`src/rtl/mdio_poll_pkg.sv`:
```
package mdio_poll_pkg;
  localparam int FRAME_BITS  = 64;
  localparam int PRE_BITS    = 32;
  localparam int TA_FIRST    = 46;
  localparam int DATA_FIRST  = 48;
  localparam int STAT_REG    = 1;
  localparam int LINK_BIT    = 2;
  localparam int CTL_IDLE_BIT = 31;
  localparam int CTL_EN_BIT   = 30;
  localparam int UA_GO_BIT    = 31;
  localparam int UA_WR_BIT    = 30;
  localparam int UA_ACK_BIT   = 29;

  typedef enum logic [1:0] {
    OP_WR = 2'b01,
    OP_RD = 2'b10
  } mdio_op_e;

  typedef struct packed {
    logic        wr;
    logic [4:0]  phy;
    logic [4:0]  regad;
    logic [15:0] data;
  } mdio_req_t;
endpackage

```
`src/rtl/mdio_clk_gen.sv`:
```
module mdio_clk_gen #(
  parameter int DIV_W = 8
) (
  input  logic             clk,
  input  logic             rst,
  input  logic [DIV_W-1:0] div,
  output logic             mdc,
  output logic             rise_evt,
  output logic             fall_evt
);
  logic [DIV_W-1:0] cnt;
  logic [DIV_W-1:0] lim;
  logic [DIV_W:0]   lim_p1;
  logic [DIV_W-1:0] half;

  always_comb begin
    lim      = (div == '0) ? DIV_W'(1) : div;
    lim_p1   = {1'b0, lim} + 1'b1;
    half     = lim_p1[DIV_W:1] - 1'b1;
    rise_evt = (cnt == half);
    fall_evt = (cnt >= lim);
  end

  always_ff @(posedge clk) begin
    if (rst) begin
      cnt <= '0;
      mdc <= 1'b0;
    end else begin
      cnt <= fall_evt ? '0 : cnt + 1'b1;
      if (rise_evt)      mdc <= 1'b1;
      else if (fall_evt) mdc <= 1'b0;
    end
  end

  AST_MDC_QUIET: assert property (@(posedge clk) disable iff (rst)
    (!rise_evt && !fall_evt) |=> $stable(mdc));
endmodule

```
`src/rtl/mdio_frame_eng.sv`:
```
module mdio_frame_eng
  import mdio_poll_pkg::*;
(
  input  logic        clk,
  input  logic        rst,
  input  logic        rise_evt,
  input  logic        fall_evt,
  input  logic        start,
  input  mdio_req_t   req,
  input  logic        mdio_i,
  output logic        mdio_o,
  output logic        mdio_oe,
  output logic        busy,
  output logic        done,
  output logic        ack,
  output logic [15:0] rd_data
);
  localparam int IDX_W = $clog2(FRAME_BITS);

  logic                  active;
  logic                  is_wr;
  logic [IDX_W-1:0]      idx;
  logic [FRAME_BITS-1:0] sh;

  function automatic logic [FRAME_BITS-1:0] build_frame(input mdio_req_t r);
    mdio_op_e op;
    op = r.wr ? OP_WR : OP_RD;
    build_frame = {{PRE_BITS{1'b1}}, 2'b01, op, r.phy, r.regad,
                   (r.wr ? 2'b10 : 2'b11), (r.wr ? r.data : 16'hFFFF)};
  endfunction

  always_ff @(posedge clk) begin
    if (rst) begin
      active  <= 1'b0;
      busy    <= 1'b0;
      done    <= 1'b0;
      is_wr   <= 1'b0;
      mdio_oe <= 1'b0;
      mdio_o  <= 1'b1;
      idx     <= '0;
      sh      <= '0;
      ack     <= 1'b0;
      rd_data <= '0;
    end else begin
      done <= 1'b0;
      if (start && !busy) begin
        busy   <= 1'b1;
        active <= 1'b0;
        is_wr  <= req.wr;
        sh     <= build_frame(req);
        ack    <= 1'b0;
      end else if (busy && fall_evt) begin
        if (!active) begin
          active  <= 1'b1;
          idx     <= '0;
          mdio_o  <= sh[FRAME_BITS-1];
          mdio_oe <= 1'b1;
          sh      <= {sh[FRAME_BITS-2:0], 1'b0};
        end else if (idx == IDX_W'(FRAME_BITS-1)) begin
          active  <= 1'b0;
          busy    <= 1'b0;
          done    <= 1'b1;
          mdio_oe <= 1'b0;
          mdio_o  <= 1'b1;
        end else begin
          idx     <= idx + 1'b1;
          mdio_o  <= sh[FRAME_BITS-1];
          mdio_oe <= is_wr || (idx < IDX_W'(TA_FIRST-1));
          sh      <= {sh[FRAME_BITS-2:0], 1'b0};
        end
      end
      if (busy && active && rise_evt && !is_wr) begin
        if (idx == IDX_W'(TA_FIRST+1)) ack <= !mdio_i;
        if (idx >= IDX_W'(DATA_FIRST)) rd_data <= {rd_data[14:0], mdio_i};
      end
    end
  end

  AST_RD_RELEASE: assert property (@(posedge clk) disable iff (rst)
    (active && !is_wr && idx >= IDX_W'(TA_FIRST)) |-> !mdio_oe);
  AST_START_BUSY: assert property (@(posedge clk) disable iff (rst)
    (start && !busy) |=> busy);
  AST_DONE_FREE: assert property (@(posedge clk) disable iff (rst)
    done |-> (!busy && !mdio_oe));
endmodule

```
`src/rtl/mdio_poll_ctrl.sv`:
```
module mdio_poll_ctrl
  import mdio_poll_pkg::*;
#(
  parameter int NPHY     = 32,
  parameter int REG_AW   = 4,
  parameter int DIV_W    = 8,
  parameter int DIV_INIT = 9
) (
  input  logic              clk,
  input  logic              rst,
  input  logic [REG_AW-1:0] reg_addr,
  input  logic              reg_we,
  input  logic [31:0]       reg_wdata,
  output logic [31:0]       reg_rdata,
  output logic              mdc,
  output logic              mdio_o,
  output logic              mdio_oe,
  input  logic              mdio_i
);
  localparam int SCAN_W = $clog2(NPHY);
  localparam logic [REG_AW-1:0] A_CTL   = REG_AW'(0);
  localparam logic [REG_AW-1:0] A_ALIVE = REG_AW'(1);
  localparam logic [REG_AW-1:0] A_LINK  = REG_AW'(2);
  localparam logic [REG_AW-1:0] A_USER  = REG_AW'(3);

  logic              en;
  logic [DIV_W-1:0]  div;
  logic [NPHY-1:0]   alive, link;
  logic              go, ua_wr, ua_ack;
  logic [4:0]        ua_reg, ua_phy;
  logic [15:0]       ua_data;
  logic [SCAN_W-1:0] scan_ptr;
  logic              owner_user;

  logic              rise_evt, fall_evt;
  logic              eng_busy, eng_done, eng_ack;
  logic [15:0]       eng_rd;
  logic              can_start, start_user, start_scan, eng_start, idle;
  mdio_req_t         eng_req;
  logic [31:0]       ctl_word, alive_word, link_word, user_word;

  mdio_clk_gen #(.DIV_W(DIV_W)) u_clk (
    .clk(clk), .rst(rst), .div(div),
    .mdc(mdc), .rise_evt(rise_evt), .fall_evt(fall_evt)
  );

  mdio_frame_eng u_eng (
    .clk(clk), .rst(rst), .rise_evt(rise_evt), .fall_evt(fall_evt),
    .start(eng_start), .req(eng_req), .mdio_i(mdio_i),
    .mdio_o(mdio_o), .mdio_oe(mdio_oe), .busy(eng_busy), .done(eng_done),
    .ack(eng_ack), .rd_data(eng_rd)
  );

  always_comb begin
    can_start  = !eng_busy && !eng_done;
    start_user = can_start && go;
    start_scan = can_start && !go && en;
    eng_start  = start_user || start_scan;
    idle       = !en && !eng_busy && !go;
    eng_req    = '0;
    if (start_user) begin
      eng_req.wr    = ua_wr;
      eng_req.phy   = ua_phy;
      eng_req.regad = ua_reg;
      eng_req.data  = ua_data;
    end else begin
      eng_req.phy   = 5'(scan_ptr);
      eng_req.regad = 5'(STAT_REG);
    end
  end

  always_comb begin
    ctl_word = '0;
    ctl_word[CTL_IDLE_BIT] = idle;
    ctl_word[CTL_EN_BIT]   = en;
    ctl_word[DIV_W-1:0]    = div;
    alive_word = '0;
    alive_word[NPHY-1:0] = alive;
    link_word = '0;
    link_word[NPHY-1:0] = link;
    user_word = {go, ua_wr, ua_ack, 3'b000, ua_reg, ua_phy, ua_data};
  end

  always_ff @(posedge clk) begin
    if (rst) begin
      en         <= 1'b0;
      div        <= DIV_W'(DIV_INIT);
      alive      <= '0;
      link       <= '0;
      go         <= 1'b0;
      ua_wr      <= 1'b0;
      ua_ack     <= 1'b0;
      ua_reg     <= '0;
      ua_phy     <= '0;
      ua_data    <= '0;
      scan_ptr   <= '0;
      owner_user <= 1'b0;
      reg_rdata  <= '0;
    end else begin
      if (eng_start) owner_user <= start_user;
      if (eng_done) begin
        if (owner_user) begin
          go     <= 1'b0;
          ua_ack <= eng_ack;
          if (!ua_wr) ua_data <= eng_rd;
        end else begin
          alive[scan_ptr] <= eng_ack;
          link[scan_ptr]  <= eng_ack && eng_rd[LINK_BIT];
          scan_ptr <= (scan_ptr == SCAN_W'(NPHY-1)) ? '0 : scan_ptr + 1'b1;
        end
      end
      if (reg_we) begin
        if (reg_addr == A_CTL) begin
          en  <= reg_wdata[CTL_EN_BIT];
          div <= reg_wdata[DIV_W-1:0];
        end else if (reg_addr == A_USER && !go) begin
          go      <= reg_wdata[UA_GO_BIT];
          ua_wr   <= reg_wdata[UA_WR_BIT];
          ua_ack  <= 1'b0;
          ua_reg  <= reg_wdata[25:21];
          ua_phy  <= reg_wdata[20:16];
          ua_data <= reg_wdata[15:0];
        end
      end
      case (reg_addr)
        A_CTL:   reg_rdata <= ctl_word;
        A_ALIVE: reg_rdata <= alive_word;
        A_LINK:  reg_rdata <= link_word;
        A_USER:  reg_rdata <= user_word;
        default: reg_rdata <= '0;
      endcase
    end
  end

  AST_GO_HOLD: assert property (@(posedge clk) disable iff (rst)
    (go && !(eng_done && owner_user)) |=> go);
  AST_IDLE_QUIET: assert property (@(posedge clk) disable iff (rst)
    (!en && !go && !eng_busy) |-> !mdio_oe);
  AST_USER_NEXT: assert property (@(posedge clk) disable iff (rst)
    (eng_done && !owner_user && go) |=> ##1 (eng_busy && owner_user));
  AST_NO_SCAN_OFF: assert property (@(posedge clk) disable iff (rst)
    (eng_start && !en) |-> start_user);
endmodule

```
`config.mk`:
```
export PLATFORM = sky130hd
export DESIGN_NAME = mdio_poll_ctrl
export DESIGN_NICKNAME = d
export VERILOG_FILES = /design/src/rtl/mdio_poll_pkg.sv /design/src/rtl/mdio_clk_gen.sv /design/src/rtl/mdio_frame_eng.sv /design/src/rtl/mdio_poll_ctrl.sv
export SDC_FILE = /design/constraint.sdc
export NUM_CORES = 1
export LEC_CHECK = 0
export BUFFER_PORTS_ARGS = -buffer_cell sky130_fd_sc_hd__buf_2
export CAP_MARGIN = 20
export CORE_UTILIZATION = 48
export CTS_BUF_LIST = sky130_fd_sc_hd__clkbuf_16
export DETAILED_ROUTE_END_ITERATION = 7
export PLACE_DENSITY = 0.66
export SYNTH_ARGS = -nofsm -noshare
export SYNTH_HDL_FRONTEND = slang
export SYNTH_SLANG_ARGS = --single-unit
```
`constraint.sdc`:
```
create_clock -name clk -period 6.8 [get_ports clk]
set_input_delay 1.36 -clock clk [delete_from_list [all_inputs] [get_ports clk]]
set_output_delay 1.36 -clock clk [all_outputs]
set_load 0.01 [all_outputs]
```
==> impl_metrics.prom, run 1 <==
# TYPE chip_impl_metric gauge
chip_impl_metric{name="power_density",unit="mW/mm²"} 247
chip_impl_metric{name="power_frac_clock",unit="%"} 45.0
chip_impl_metric{name="drt_iter0_markers",unit=""} 768
chip_impl_metric{name="finalHoldViolCount",unit=""} 0
chip_impl_metric{name="power.switching_fraction",unit="%"} 22.5
chip_impl_metric{name="reg2reg_setup_slack",unit="ns"} 2.72
chip_impl_metric{name="start_util",unit="%"} 49.7
chip_impl_metric{name="die_w",unit="µm"} 148
chip_impl_metric{name="worstPathBufferInverterCount",unit=""} 1
chip_impl_info{name="cell_type_of_the_slowest_stage_on_the_worst_timing_path",value="sky130_fd_sc_hd__a21oi_4"} 1
chip_impl_metric{name="routed_wire_length",unit="mm"} 24.9
chip_impl_metric{name="power.ir.vdd_worst",unit="µV"} 215
chip_impl_info{name="grt_busiest_layer",value="met2"} 1
chip_impl_metric{name="numPlacedInstances",unit=""} 1484
chip_impl_metric{name="fin_worst_skew",unit="ns"} 0.0143
chip_impl_info{name="tritoncts_clock_tree",value="built"} 1
chip_impl_info{name="startpoint_type",value="flip-flop"} 1
chip_impl_metric{name="die_h",unit="µm"} 148
chip_impl_metric{name="leakage",unit="µW"} 0.00415
chip_impl_metric{name="fill_cells",unit=""} 1959
chip_impl_metric{name="post_synth_inst_count",unit=""} 1231
chip_impl_metric{name="finalNonFillerCells",unit=""} 1531
chip_impl_metric{name="placementRows",unit=""} 52
chip_impl_metric{name="post_route_antenna_net_violation_count",unit=""} 0
chip_impl_info{name="synth_commonest_cells",value="242 x sky130_fd_sc_hd__dfxtp_1, 175 x sky130_fd_sc_hd__nand2_1, 146 x sky130_fd_sc_hd__nor2_1"} 1
chip_impl_metric{name="critPathMaxFanout",unit=""} 44
chip_impl_info{name="largest_register",value="u_eng.sh"} 1
chip_impl_metric{name="cts_hold_repair.buffers",unit=""} 0
chip_impl_metric{name="cp_data_required_time",unit="ns"} 7.18
chip_impl_metric{name="post-route-util",unit="%"} 55.6
chip_impl_metric{name="r2r_cells",unit=""} 10
chip_impl_metric{name="final.period_utilization",unit="%"} 60.0
chip_impl_metric{name="timing.max_slew.rel_slack",unit="%"} 29.7
chip_impl_info{name="synth_top_area_cell",value="sky130_fd_sc_hd__dfxtp_1"} 1
chip_impl_info{name="synth_area_leaders",value="sky130_fd_sc_hd__dfxtp_1 47%, sky130_fd_sc_hd__nand2_1 6.4%, sky130_fd_sc_hd__a21oi_1 5.6%, sky130_fd_sc_hd__nor2_1 5.4%, sky130_fd_sc_hd__a211oi_1 3.7%"} 1
chip_impl_metric{name="maximum_root_to_sink_buffer_count",unit=""} 3
chip_impl_info{name="worst_hold_path_type",value="flip-flop to flip-flop"} 1
chip_impl_metric{name="setup_viol_count_final",unit=""} 0
chip_impl_metric{name="number_of_slew_limit_violations_in_the_final_report",unit=""} 0
chip_impl_metric{name="synth_area_in_adders",unit="%"} 2.08
chip_impl_metric{name="first_pass_grt_wire_length",unit="mm"} 41.1
chip_impl_metric{name="synth_compound_gate_area_share",unit="%"} 20.0
chip_impl_metric{name="globalplace.congestion",unit=""} 0.787
chip_impl_metric{name="p_sw",unit="µW"} 637
chip_impl_metric{name="timing.final.crit_period",unit="ns"} 4.08
chip_impl_metric{name="tritoncts.num_buffers",unit=""} 26
chip_impl_metric{name="grt_pass1_vias",unit=""} 7871
chip_impl_metric{name="fp.coreArea",unit="mm²"} 0.0206
chip_impl_metric{name="multi_input_comb_area",unit="mm²"} 0.00494
chip_impl_metric{name="syn_std_cell_area",unit="mm²"} 0.0102
chip_impl_metric{name="via_per_inst",unit=""} 5.71
chip_impl_metric{name="max_freq",unit="MHz"} 245
chip_impl_metric{name="drive_above_1_share",unit="%"} 10.7
chip_impl_metric{name="number_of_antenna_violations_at_the_first_check_in_global_routing",unit=""} 0
chip_impl_metric{name="htreeDepth",unit=""} 1
chip_impl_metric{name="cts.repair.resized",unit=""} 0
chip_impl_metric{name="yosysWarnings",unit=""} 0
chip_impl_metric{name="grtUsageMet1",unit="%"} 33.5
chip_impl_metric{name="synthArstFlopShare",unit="%"} 0
chip_impl_info{name="path_class",value="flip-flop to flip-flop"} 1
chip_impl_metric{name="n_antenna_cell",unit=""} 0
chip_impl_metric{name="postSynthNetCount",unit=""} 1288
chip_impl_metric{name="remaining_drc_errors",unit=""} 0
chip_impl_metric{name="met2_capacity_usage_during_global_routing",unit="%"} 35.9
chip_impl_metric{name="place.port_buffers",unit=""} 70
chip_impl_info{name="critical-path-top-delay-family",value="compound AO/OA/AOI/OAI gates"} 1
chip_impl_metric{name="first_pass_drt_iterations",unit=""} 6
chip_impl_metric{name="synth-seq-cells",unit=""} 242
chip_impl_metric{name="synth_area_per_cell",unit="µm²"} 8.30
chip_impl_metric{name="clk_pin_slew_worst_paths",unit="ns"} 0.06
chip_impl_metric{name="synth_enable_flop_cells",unit=""} 0
chip_impl_metric{name="worst_slew_pin_slew",unit="ns"} 1.05
chip_impl_metric{name="worst_hold_slack",unit="ns"} 0.451
chip_impl_metric{name="combinationalPowerShare",unit="%"} 3.7
chip_impl_metric{name="proportion_of_synthesized_chip_area_in_sequential_cells",unit="%"} 47.4
chip_impl_metric{name="yosys.area_share.xor_xnor",unit="%"} 1.37
chip_impl_metric{name="portion_of_synthesized_cell_area_occupied_by_the_leading_cell_type",unit="%"} 47.4
chip_impl_info{name="crit_path_cell_trace",value="nor4_1 > a41o_1 > ha_1 > nand2b_1 > a31oi_1 > o22ai_1 > a21oi_4 > buf_4 > a21oi_1 > a2111oi_0"} 1
chip_impl_metric{name="max_cap_viol_count",unit=""} 0
chip_impl_metric{name="wire_per_inst",unit="µm"} 16.3
chip_impl_metric{name="grt_max_degree",unit=""} 81
chip_impl_metric{name="grt_overflow",unit=""} 0
chip_impl_metric{name="synth_mux_area_share",unit="%"} 3.54
chip_impl_metric{name="ioPinCount",unit=""} 75
chip_impl_metric{name="area.growth.synth_to_final",unit="%"} 12.0
chip_impl_metric{name="seq_power_share",unit="%"} 51.4
chip_impl_info{name="grt_setup_unrepaired",value="false"} 1
chip_impl_metric{name="cts_num_sinks",unit=""} 242
chip_impl_metric{name="synth_simple_gate_area_share",unit="%"} 20.9
chip_impl_metric{name="grt_util_all_layers",unit="%"} 23.1
chip_impl_metric{name="die_area",unit="mm²"} 0.0219
chip_impl_metric{name="worst-path-stages",unit=""} 10
chip_impl_metric{name="ff_latch_area",unit="mm²"} 0.00484
chip_impl_metric{name="tns",unit="ns"} 0
chip_impl_info{name="largest_family_of_logic_cells_by_synthesized_area",value="simple AND/OR/NAND/NOR gates"} 1
chip_impl_metric{name="p_int",unit="µW"} 2190
chip_impl_info{name="synth_top_flop_cell",value="sky130_fd_sc_hd__dfxtp_1"} 1
chip_impl_metric{name="critPathMaxStageDelay",unit="ns"} 0.84
chip_impl_metric{name="synth_cell_types",unit=""} 59
chip_impl_metric{name="place_hpwl",unit="mm"} 15.7
chip_impl_metric{name="final_total_power",unit="µW"} 2820
chip_impl_metric{name="met3_global_route_usage",unit="%"} 2.75
chip_impl_metric{name="cts.repair_timing.setup_buffer_count",unit=""} 0
chip_impl_info{name="worst_setup_path_end_kind",value="flip-flop"} 1
chip_impl_metric{name="largest_reg_flops",unit=""} 64
chip_impl_info{name="outcome",value="complete, no violations"} 1
chip_impl_metric{name="arrival_time_worst_endpoint",unit="ns"} 4.46
chip_impl_metric{name="clock_latency",unit="ns"} 0.53
chip_impl_metric{name="worstHoldPathCells",unit=""} 2
chip_impl_info{name="clockRootBuffer",value="sky130_fd_sc_hd__clkbuf_16"} 1
chip_impl_info{name="synth.most_common_cell",value="sky130_fd_sc_hd__dfxtp_1"} 1
chip_impl_metric{name="fin_nets",unit=""} 1300
chip_impl_metric{name="via_count",unit=""} 8745
==> tightest hold or removal path: cells and delay by family (launching register included) <==
kind            cells  cell delay (ns)
flops               1             0.30
simple gates        1             0.05
compound gates      1             0.05
==> power groups by stage <==
stage / Clock (µW) / Combinational [µW] / Sequential (µW)
global route: 1360 / 117 / 1450
CTS: 1300 / 105 / 1450
detailed placement: 0 / 104 / 1480
floorplan: 0 / 72.0 / 1480
global placement: 0 / 102 / 1480
finish: 1270 / 104 / 1450
==> routing by layer <==
metal	vias to the layer above	part of all wire, %
met5	-	0
met4	0	2.3
met3	41	4.6
met2	222	44
met1	4110	49
li1	4372	-
==> placed cells by master, fill, tap and decap left out, types with 7 or more instances in the layout <==
master                        n
sky130_fd_sc_hd__clkbuf_16   27
sky130_fd_sc_hd__or3_1        9
sky130_fd_sc_hd__o21ai_0     48
sky130_fd_sc_hd__xnor2_1      9
sky130_fd_sc_hd__and3_1       7
sky130_fd_sc_hd__nand3_1     51
sky130_fd_sc_hd__xor2_1       7
sky130_fd_sc_hd__inv_1       24
sky130_fd_sc_hd__a211oi_1    50
sky130_fd_sc_hd__nand2_1    175
sky130_fd_sc_hd__buf_2       72
sky130_fd_sc_hd__nor2_1     146
sky130_fd_sc_hd__clkinv_2     7
sky130_fd_sc_hd__buf_4       14
sky130_fd_sc_hd__a21oi_1    113
sky130_fd_sc_hd__o21ai_1     12
sky130_fd_sc_hd__ha_1        17
sky130_fd_sc_hd__nor3_1      21
sky130_fd_sc_hd__dfxtp_1    242
sky130_fd_sc_hd__mux2i_1     35
sky130_fd_sc_hd__a222oi_1    19
sky130_fd_sc_hd__a22oi_1     24
sky130_fd_sc_hd__a31oi_1     23
sky130_fd_sc_hd__and2_1       7
sky130_fd_sc_hd__nand2b_1    23
==> final timing paths <==
check,startpoint,end
setup / recovery,div[4],u_eng.sh[28]
hold / removal,u_eng.is_wr,u_eng.is_wr
setup reg to reg,div[4],u_eng.sh[28]
hold reg to reg,u_eng.is_wr,u_eng.is_wr
==> kinds of logic (layout without fill, tap and decap cells) <==
family          after synthesis  after routing
buf+inv                     123            153
compound gates              324            324
mux                          36             36
simple gates                473            473
fa+ha+maj                    17             17
flops                       242            242
xor+xnor                     16             16
==> through the flow <==
stage	instance area (µm²)	setup slack, ns
2_1_floorplan	10200	3.74
3_3_place_gp	10700	2.98
3_5_place_dp	10700	2.92
4_1_cts	11400	2.76
5_1_grt	11400	2.28
6_report	11400	2.72
==> final cells by class <==
cell class	instances	share of cell area, %
multi-input cells	866	43.2
clock inverters	19	0.766
clock buffers	27	5.91
well taps	270	2.95
inverters	20	0.657
repair buffers	87	4.17
flip-flops and latches	242	42.4
(Power assumes the default switching activity.)
==> run 2, diff against run 1 <==
--- a/config.mk
+++ b/config.mk
@@ -10,7 +10,7 @@
 export CORE_UTILIZATION = 48
 export CTS_BUF_LIST = sky130_fd_sc_hd__clkbuf_16
 export DETAILED_ROUTE_END_ITERATION = 7
-export PLACE_DENSITY = 0.66
+export PLACE_DENSITY = 0.68
 export SYNTH_ARGS = -nofsm -noshare
 export SYNTH_HDL_FRONTEND = slang
 export SYNTH_SLANG_ARGS = --single-unit
==> constraint.sdc (replaced) <==
create_clock -name clk -period 3.3 [get_ports clk]
set_input_delay 0.66 -clock clk [delete_from_list [all_inputs] [get_ports clk]]
set_output_delay 0.66 -clock clk [all_outputs]
set_load 0.01 [all_outputs]
==> impl_metrics.prom, run 2 (synthesis results as in run 1) <==
# TYPE chip_impl_metric gauge
chip_impl_metric{name="number_of_slew_limit_violations_in_the_final_report",unit=""} 0
chip_impl_metric{name="placementRows",unit=""} 52
chip_impl_metric{name="first_pass_drt_iterations",unit=""} 7
chip_impl_info{name="r2r_start",value="div[3]"} 1
chip_impl_info{name="worst_setup_path_end_kind",value="flip-flop"} 1
chip_impl_metric{name="clk_pin_slew_worst_paths",unit="ns"} 0.06
chip_impl_metric{name="place_hpwl",unit="mm"} 16.1
chip_impl_metric{name="maximum_root_to_sink_buffer_count",unit=""} 3
chip_impl_metric{name="cts.repair.resized",unit=""} 0
chip_impl_metric{name="drt_iter0_markers",unit=""} 726
chip_impl_info{name="most_frequent_standard_cell_in_the_layout_excluding_fill_and_tap_cells",value="sky130_fd_sc_hd__dfxtp_1"} 1
chip_impl_metric{name="htreeDepth",unit=""} 1
chip_impl_metric{name="area.growth.synth_to_final",unit="%"} 13.6
chip_impl_metric{name="final.period_utilization",unit="%"} 91.9
chip_impl_metric{name="cts_num_sinks",unit=""} 242
chip_impl_metric{name="n_antenna_cell",unit=""} 0
chip_impl_metric{name="grt_max_degree",unit=""} 85
chip_impl_metric{name="grt_util_all_layers",unit="%"} 23.0
chip_impl_metric{name="tns",unit="ns"} 0
chip_impl_metric{name="largest_reg_flops",unit=""} 64
chip_impl_metric{name="finalHoldViolCount",unit=""} 0
chip_impl_info{name="path_class",value="flip-flop to flip-flop"} 1
chip_impl_metric{name="fin_nets",unit=""} 1311
chip_impl_metric{name="clock_latency",unit="ns"} 0.53
chip_impl_metric{name="tritoncts.num_buffers",unit=""} 26
chip_impl_metric{name="ioPinCount",unit=""} 75
chip_impl_metric{name="start_util",unit="%"} 49.7
chip_impl_metric{name="max_cap_viol_count",unit=""} 0
chip_impl_metric{name="fp.coreArea",unit="mm²"} 0.0206
chip_impl_metric{name="power.ir.vdd_worst",unit="µV"} 333
chip_impl_metric{name="cts_hold_repair.buffers",unit=""} 0
chip_impl_info{name="worst_hold_path_type",value="input pin to flip-flop"} 1
chip_impl_metric{name="die_w",unit="µm"} 148
chip_impl_metric{name="grt_overflow",unit=""} 0
chip_impl_metric{name="worst_slew_pin_slew",unit="ns"} 1.06
chip_impl_info{name="outcome",value="complete, no violations"} 1
chip_impl_info{name="most-common-layout-cells",value="242 x sky130_fd_sc_hd__dfxtp_1, 175 x sky130_fd_sc_hd__nand2_1, 146 x sky130_fd_sc_hd__nor2_1"} 1
chip_impl_info{name="r2r_end",value="u_eng.rd_data[15]"} 1
chip_impl_metric{name="ff_latch_area",unit="mm²"} 0.00484
chip_impl_info{name="worst_setup_path_endpoint",value="u_eng.rd_data[15]"} 1
chip_impl_metric{name="fill_cells",unit=""} 1921
chip_impl_info{name="largest_register",value="u_eng.sh"} 1
chip_impl_metric{name="die_h",unit="µm"} 148
chip_impl_metric{name="dp_worst_setup_slack",unit="ns"} 0.187
chip_impl_metric{name="setup_viol_count_final",unit=""} 0
chip_impl_metric{name="place.port_buffers",unit=""} 70
chip_impl_metric{name="drive_above_1_share",unit="%"} 11.3
chip_impl_metric{name="arrival_time_worst_endpoint",unit="ns"} 3.48
chip_impl_metric{name="routed_wire_length",unit="mm"} 25.4
chip_impl_metric{name="grt_pass1_vias",unit=""} 7939
chip_impl_metric{name="die_area",unit="mm²"} 0.0219
chip_impl_info{name="worstSetupStartpoint",value="div[3]"} 1
chip_impl_metric{name="multi_input_comb_area",unit="mm²"} 0.00495
chip_impl_info{name="clockRootBuffer",value="sky130_fd_sc_hd__clkbuf_16"} 1
chip_impl_metric{name="post_route_antenna_net_violation_count",unit=""} 0
chip_impl_metric{name="number_of_antenna_violations_at_the_first_check_in_global_routing",unit=""} 0
chip_impl_metric{name="reg2reg_setup_slack",unit="ns"} 0.27
chip_impl_metric{name="timing.final.ws_setup",unit="ns"} 0.267
chip_impl_metric{name="cp_data_required_time",unit="ns"} 3.74
chip_impl_metric{name="critPathMaxFanout",unit=""} 16
chip_impl_metric{name="timing.max_slew.rel_slack",unit="%"} 29.4
chip_impl_info{name="tritoncts_clock_tree",value="built"} 1
chip_impl_metric{name="power_density",unit="mW/mm²"} 506
chip_impl_metric{name="wire_per_inst",unit="µm"} 16.5
chip_impl_info{name="startpoint_type",value="flip-flop"} 1
chip_impl_metric{name="remaining_drc_errors",unit=""} 0
chip_impl_metric{name="via_count",unit=""} 8797
chip_impl_metric{name="max_freq",unit="MHz"} 330
chip_impl_metric{name="first_pass_grt_wire_length",unit="mm"} 41.0
chip_impl_metric{name="leakage",unit="µW"} 0.00422
chip_impl_info{name="grt_setup_unrepaired",value="false"} 1
chip_impl_metric{name="r2r_cells",unit=""} 11
chip_impl_metric{name="cts.repair_timing.setup_buffer_count",unit=""} 0
chip_impl_metric{name="fin_worst_skew",unit="ns"} 0.0184
chip_impl_metric{name="timing.final.crit_period",unit="ns"} 3.03
chip_impl_metric{name="via_per_inst",unit=""} 5.72
chip_impl_metric{name="globalplace.congestion",unit=""} 0.818
[run 2: layout make-up]
| class | instances | share of cell area [%] |
|---|---|---|
| Sequential cell | 242 | 41.8 |
| Clock inverter | 16 | 0.798 |
| Clock buffer | 27 | 5.82 |
| Inverter | 20 | 0.647 |
| Multi-Input combinational cell | 866 | 42.7 |
| Tap cell | 270 | 2.91 |
| Timing Repair Buffer | 98 | 5.40 |
[run 2: how the worst min path moves through the flow]
stage / startpoint / to / slack (ns) / cells past startpoint
finish: reg_wdata[18] / ua_phy[2] / 0.37 / 3
CTS: reg_wdata[18] / ua_phy[2] / 0.36 / 3
global route: reg_wdata[18] / ua_phy[2] / 0.37 / 3
floorplan: u_eng.is_wr / u_eng.is_wr / 0.43 / 2
global placement: link[2] / link[2] / 0.44 / 2
detailed placement: link[1] / link[1] / 0.45 / 2
[run 2: routing by layer]
| metal | wire [µm] | vias to the layer above | GRT usage, % |
|---|---|---|---|
| met2 | 11300 | 275 | 36.0 |
| met5 | 0 | - | 0 |
| met1 | 11900 | 4113 | 33.2 |
| met4 | 501 | 0 | 6.44 |
| li1 | - | 4371 | - |
| met3 | 1660 | 38 | 2.99 |
[run 2: report_power, final]
part / total, µW / internal [µW] / switching, µW / leakage [µW]
clock network: 2660 / 1540 / 1120 / 0.000402
registers: 2990 / 2960 / 30.4 / 0.00195
logic: 223 / 83.3 / 140 / 0.00186
[run 2: through the flow]
stage	power, µW	hold slack [ns]	util (%)	cells	instance area [µm²]
after global placement	3270	0.441	52.6	1495	10800
after CTS	5920	0.357	56.3	1538	11600
after detailed placement	3270	0.447	52.6	1495	10800
final	5870	0.374	56.4	1539	11600
after global routing	6070	0.374	56.4	1539	11600
after floorplan	3190	0.432	-	1231	10200
[run 2: worst max-delay path: stages (launching register included)]
cell and delay (ns):
sky130_fd_sc_hd__dfxtp_1 0.41, sky130_fd_sc_hd__nor4_2 0.32, sky130_fd_sc_hd__buf_4 0.16, sky130_fd_sc_hd__a41oi_1 0.16
sky130_fd_sc_hd__ha_1 0.30, sky130_fd_sc_hd__nand2b_1 0.19, sky130_fd_sc_hd__or3_1 0.43, sky130_fd_sc_hd__a21oi_2 0.18
sky130_fd_sc_hd__o2111ai_1 0.19, sky130_fd_sc_hd__nor3_4 0.19, sky130_fd_sc_hd__buf_12 0.19, sky130_fd_sc_hd__mux2i_1 0.22
==> run 3, diff against run 2 <==
--- a/config.mk
+++ b/config.mk
@@ -11,6 +11,7 @@
 export CTS_BUF_LIST = sky130_fd_sc_hd__clkbuf_16
 export DETAILED_ROUTE_END_ITERATION = 7
 export PLACE_DENSITY = 0.68
+export REMOVE_ABC_BUFFERS = 1
 export SYNTH_ARGS = -nofsm -noshare
 export SYNTH_HDL_FRONTEND = slang
 export SYNTH_SLANG_ARGS = --single-unit
==> impl_metrics.prom, run 3 (synthesis results as in run 1) <==
# TYPE chip_impl_metric gauge
chip_impl_info{name="outcome",value="complete, no violations"} 1
chip_impl_metric{name="placementRows",unit=""} 52
chip_impl_metric{name="routed_wire_length",unit="mm"} 25.8
chip_impl_metric{name="combinationalPowerShare",unit="%"} 3.8
chip_impl_metric{name="finalHoldViolCount",unit=""} 0
chip_impl_metric{name="largest_reg_flops",unit=""} 64
chip_impl_metric{name="wire_per_inst",unit="µm"} 16.7
chip_impl_metric{name="tritoncts.num_buffers",unit=""} 25
chip_impl_metric{name="seq_power_share",unit="%"} 50.6
chip_impl_metric{name="final_total_power",unit="µW"} 5900
chip_impl_metric{name="drt_iter0_markers",unit=""} 800
chip_impl_info{name="tritoncts_clock_tree",value="built"} 1
chip_impl_metric{name="max_freq",unit="MHz"} 322
chip_impl_metric{name="fin_worst_skew",unit="ns"} 0.0119
chip_impl_metric{name="die_area",unit="mm²"} 0.0219
chip_impl_metric{name="remaining_drc_errors",unit=""} 0
chip_impl_metric{name="p_sw",unit="µW"} 1320
chip_impl_metric{name="worst_slew_pin_slew",unit="ns"} 1.01
chip_impl_metric{name="fp.coreArea",unit="mm²"} 0.0206
chip_impl_metric{name="max_cap_viol_count",unit=""} 0
chip_impl_metric{name="clock_latency",unit="ns"} 0.52
chip_impl_metric{name="number_of_antenna_violations_at_the_first_check_in_global_routing",unit=""} 0
chip_impl_metric{name="die_h",unit="µm"} 148
chip_impl_metric{name="maximum_root_to_sink_buffer_count",unit=""} 3
chip_impl_metric{name="critPathMaxStageDelay",unit="ns"} 0.53
chip_impl_info{name="path_class",value="flip-flop to flip-flop"} 1
chip_impl_metric{name="leakage",unit="µW"} 0.00423
chip_impl_metric{name="die_w",unit="µm"} 148
chip_impl_metric{name="cts.repair_timing.setup_buffer_count",unit=""} 0
chip_impl_info{name="cell_type_of_the_slowest_stage_on_the_worst_timing_path",value="sky130_fd_sc_hd__dfxtp_1"} 1
chip_impl_metric{name="timing.final.crit_period",unit="ns"} 3.10
chip_impl_metric{name="number_of_slew_limit_violations_in_the_final_report",unit=""} 0
chip_impl_metric{name="arrival_time_worst_endpoint",unit="ns"} 3.55
chip_impl_metric{name="grt_util_all_layers",unit="%"} 23.5
chip_impl_metric{name="drive_above_1_share",unit="%"} 11.9
chip_impl_metric{name="power_frac_clock",unit="%"} 45.6
chip_impl_metric{name="n_antenna_cell",unit=""} 0
chip_impl_metric{name="finalInstanceArea",unit="mm²"} 0.0116
chip_impl_metric{name="power.switching_fraction",unit="%"} 22.4
chip_impl_metric{name="first_pass_grt_wire_length",unit="mm"} 41.6
chip_impl_metric{name="fill_cells",unit=""} 1897
chip_impl_info{name="most_frequent_standard_cell_in_the_layout_excluding_fill_and_tap_cells",value="sky130_fd_sc_hd__dfxtp_1"} 1
chip_impl_metric{name="grt_max_degree",unit=""} 95
chip_impl_metric{name="final.period_utilization",unit="%"} 94.1
chip_impl_metric{name="reg2reg_setup_slack",unit="ns"} 0.20
chip_impl_metric{name="critPathMaxFanout",unit=""} 16
chip_impl_metric{name="setup_viol_count_final",unit=""} 0
chip_impl_info{name="clockRootBuffer",value="sky130_fd_sc_hd__clkbuf_16"} 1
chip_impl_metric{name="globalplace.congestion",unit=""} 0.828
chip_impl_metric{name="placement.cell_area",unit="mm²"} 0.0108
chip_impl_metric{name="ioPinCount",unit=""} 75
chip_impl_metric{name="cts_num_sinks",unit=""} 242
chip_impl_info{name="worst_hold_path_type",value="input pin to flip-flop"} 1
chip_impl_info{name="startpoint_type",value="flip-flop"} 1
chip_impl_metric{name="first_pass_drt_iterations",unit=""} 8
chip_impl_metric{name="htreeDepth",unit=""} 1
chip_impl_metric{name="grt_overflow",unit=""} 0
chip_impl_metric{name="p_int",unit="µW"} 4580
chip_impl_metric{name="place_hpwl",unit="mm"} 16.6
chip_impl_metric{name="power.ir.vdd_worst",unit="µV"} 388
chip_impl_metric{name="via_count",unit=""} 8850
chip_impl_metric{name="fin_nets",unit=""} 1313
chip_impl_metric{name="place.port_buffers",unit=""} 70
chip_impl_metric{name="via_per_inst",unit=""} 5.73
chip_impl_metric{name="power_density",unit="mW/mm²"} 508
chip_impl_metric{name="grt_pass1_vias",unit=""} 8026
chip_impl_metric{name="timing.max_slew.rel_slack",unit="%"} 32.6
chip_impl_info{name="crit_path_cell_trace",value="nor4_2 > buf_4 > a41o_1 > ha_1 > nand2b_1 > a31oi_1 > o22ai_1 > a21o_1 > buf_4 > nand2_1 > a31oi_1"} 1
chip_impl_metric{name="clk_pin_slew_worst_paths",unit="ns"} 0.07
chip_impl_metric{name="area.growth.synth_to_final",unit="%"} 13.7
chip_impl_info{name="worst_setup_path_end_kind",value="flip-flop"} 1
chip_impl_metric{name="start_util",unit="%"} 49.7
chip_impl_info{name="largest_register",value="u_eng.sh"} 1
chip_impl_info{name="most-common-layout-cells",value="242 x sky130_fd_sc_hd__dfxtp_1, 175 x sky130_fd_sc_hd__nand2_1, 146 x sky130_fd_sc_hd__nor2_1"} 1
chip_impl_metric{name="post_route_antenna_net_violation_count",unit=""} 0
chip_impl_metric{name="cp_data_required_time",unit="ns"} 3.74
-- run 3: cell count changes in the layout (fill, tap and decap cells not counted), sizes merged --
cell      previous run  this run
inv                 28        27
bufinv               1         2
clkbuf              28        25
clkinvlp             0         2
buf                 97       101
clkinv               7         9
-- run 3: layout make-up --
class | count | area (µm²) | area share [%]
flip-flops and latches | 242 | 4840 | 41.7
repair buffers | 101 | 624 | 5.38
well taps | 270 | 338 | 2.91
multi-input cells | 866 | 4950 | 42.6
clock buffers | 25 | 626 | 5.39
inverters | 20 | 75.1 | 0.647
clock inverters | 20 | 153 | 1.31
-- run 3: worst paths after layout --
check,from,to,cells after the start
max,div[3],u_eng.sh[12],11
max reg2reg,div[3],u_eng.sh[12],11
min reg2reg,link[19],link[19],2
min,reg_wdata[3],div[3],2
-- run 3: repair_timing --
item | in CTS | in global routing
setup endpoints to repair | 0 | 34
gates resized for setup | 0 | 1
hold buffers | 0 | 0
-- run 3: worst max-delay path: cells and delay by family (launching register included) --
kind | cells | cell delay [ns]
buffers and inverters | 2 | 0.49
flip-flops | 1 | 0.53
AND/OR/NAND/NOR | 3 | 0.29
adder cells (fa/ha/maj) | 1 | 0.26
AO/OA/AOI/OAI | 5 | 1.43
-- run 3: layer usage --
layer	part of all wire (%)	vias up	GRT usage [%]
met5	0	-	0
met4	2.4	0	6.80
met3	5.4	46	2.90
met2	45	237	37.9
met1	47	4180	32.8
li1	-	4387	-
-- run 3: power by group through the flow --
stage / logic (µW) / clock network (µW) / registers (µW)
2_1_floorplan: 110 / 0 / 3040
3_3_place_gp: 219 / 0 / 3050
3_5_place_dp: 223 / 0 / 3050
4_1_cts: 224 / 2740 / 2980
5_1_grt: 247 / 2860 / 2990
6_report: 224 / 2690 / 2990
-- run 3: stage by stage --
step	worst slack (ns)	instances	hold slack (ns)	utilization, %	TNS [ns]
detailed placement	0.107	1498	0.446	52.6	0
floorplan	-2.11	1128	0.426	-	-149.70
CTS	0.0798	1543	0.359	56.4	0
global route	-0.0216	1544	0.367	56.5	-0.0685
finish	0.196	1544	0.369	56.5	0
global placement	0.258	1498	0.443	52.6	0
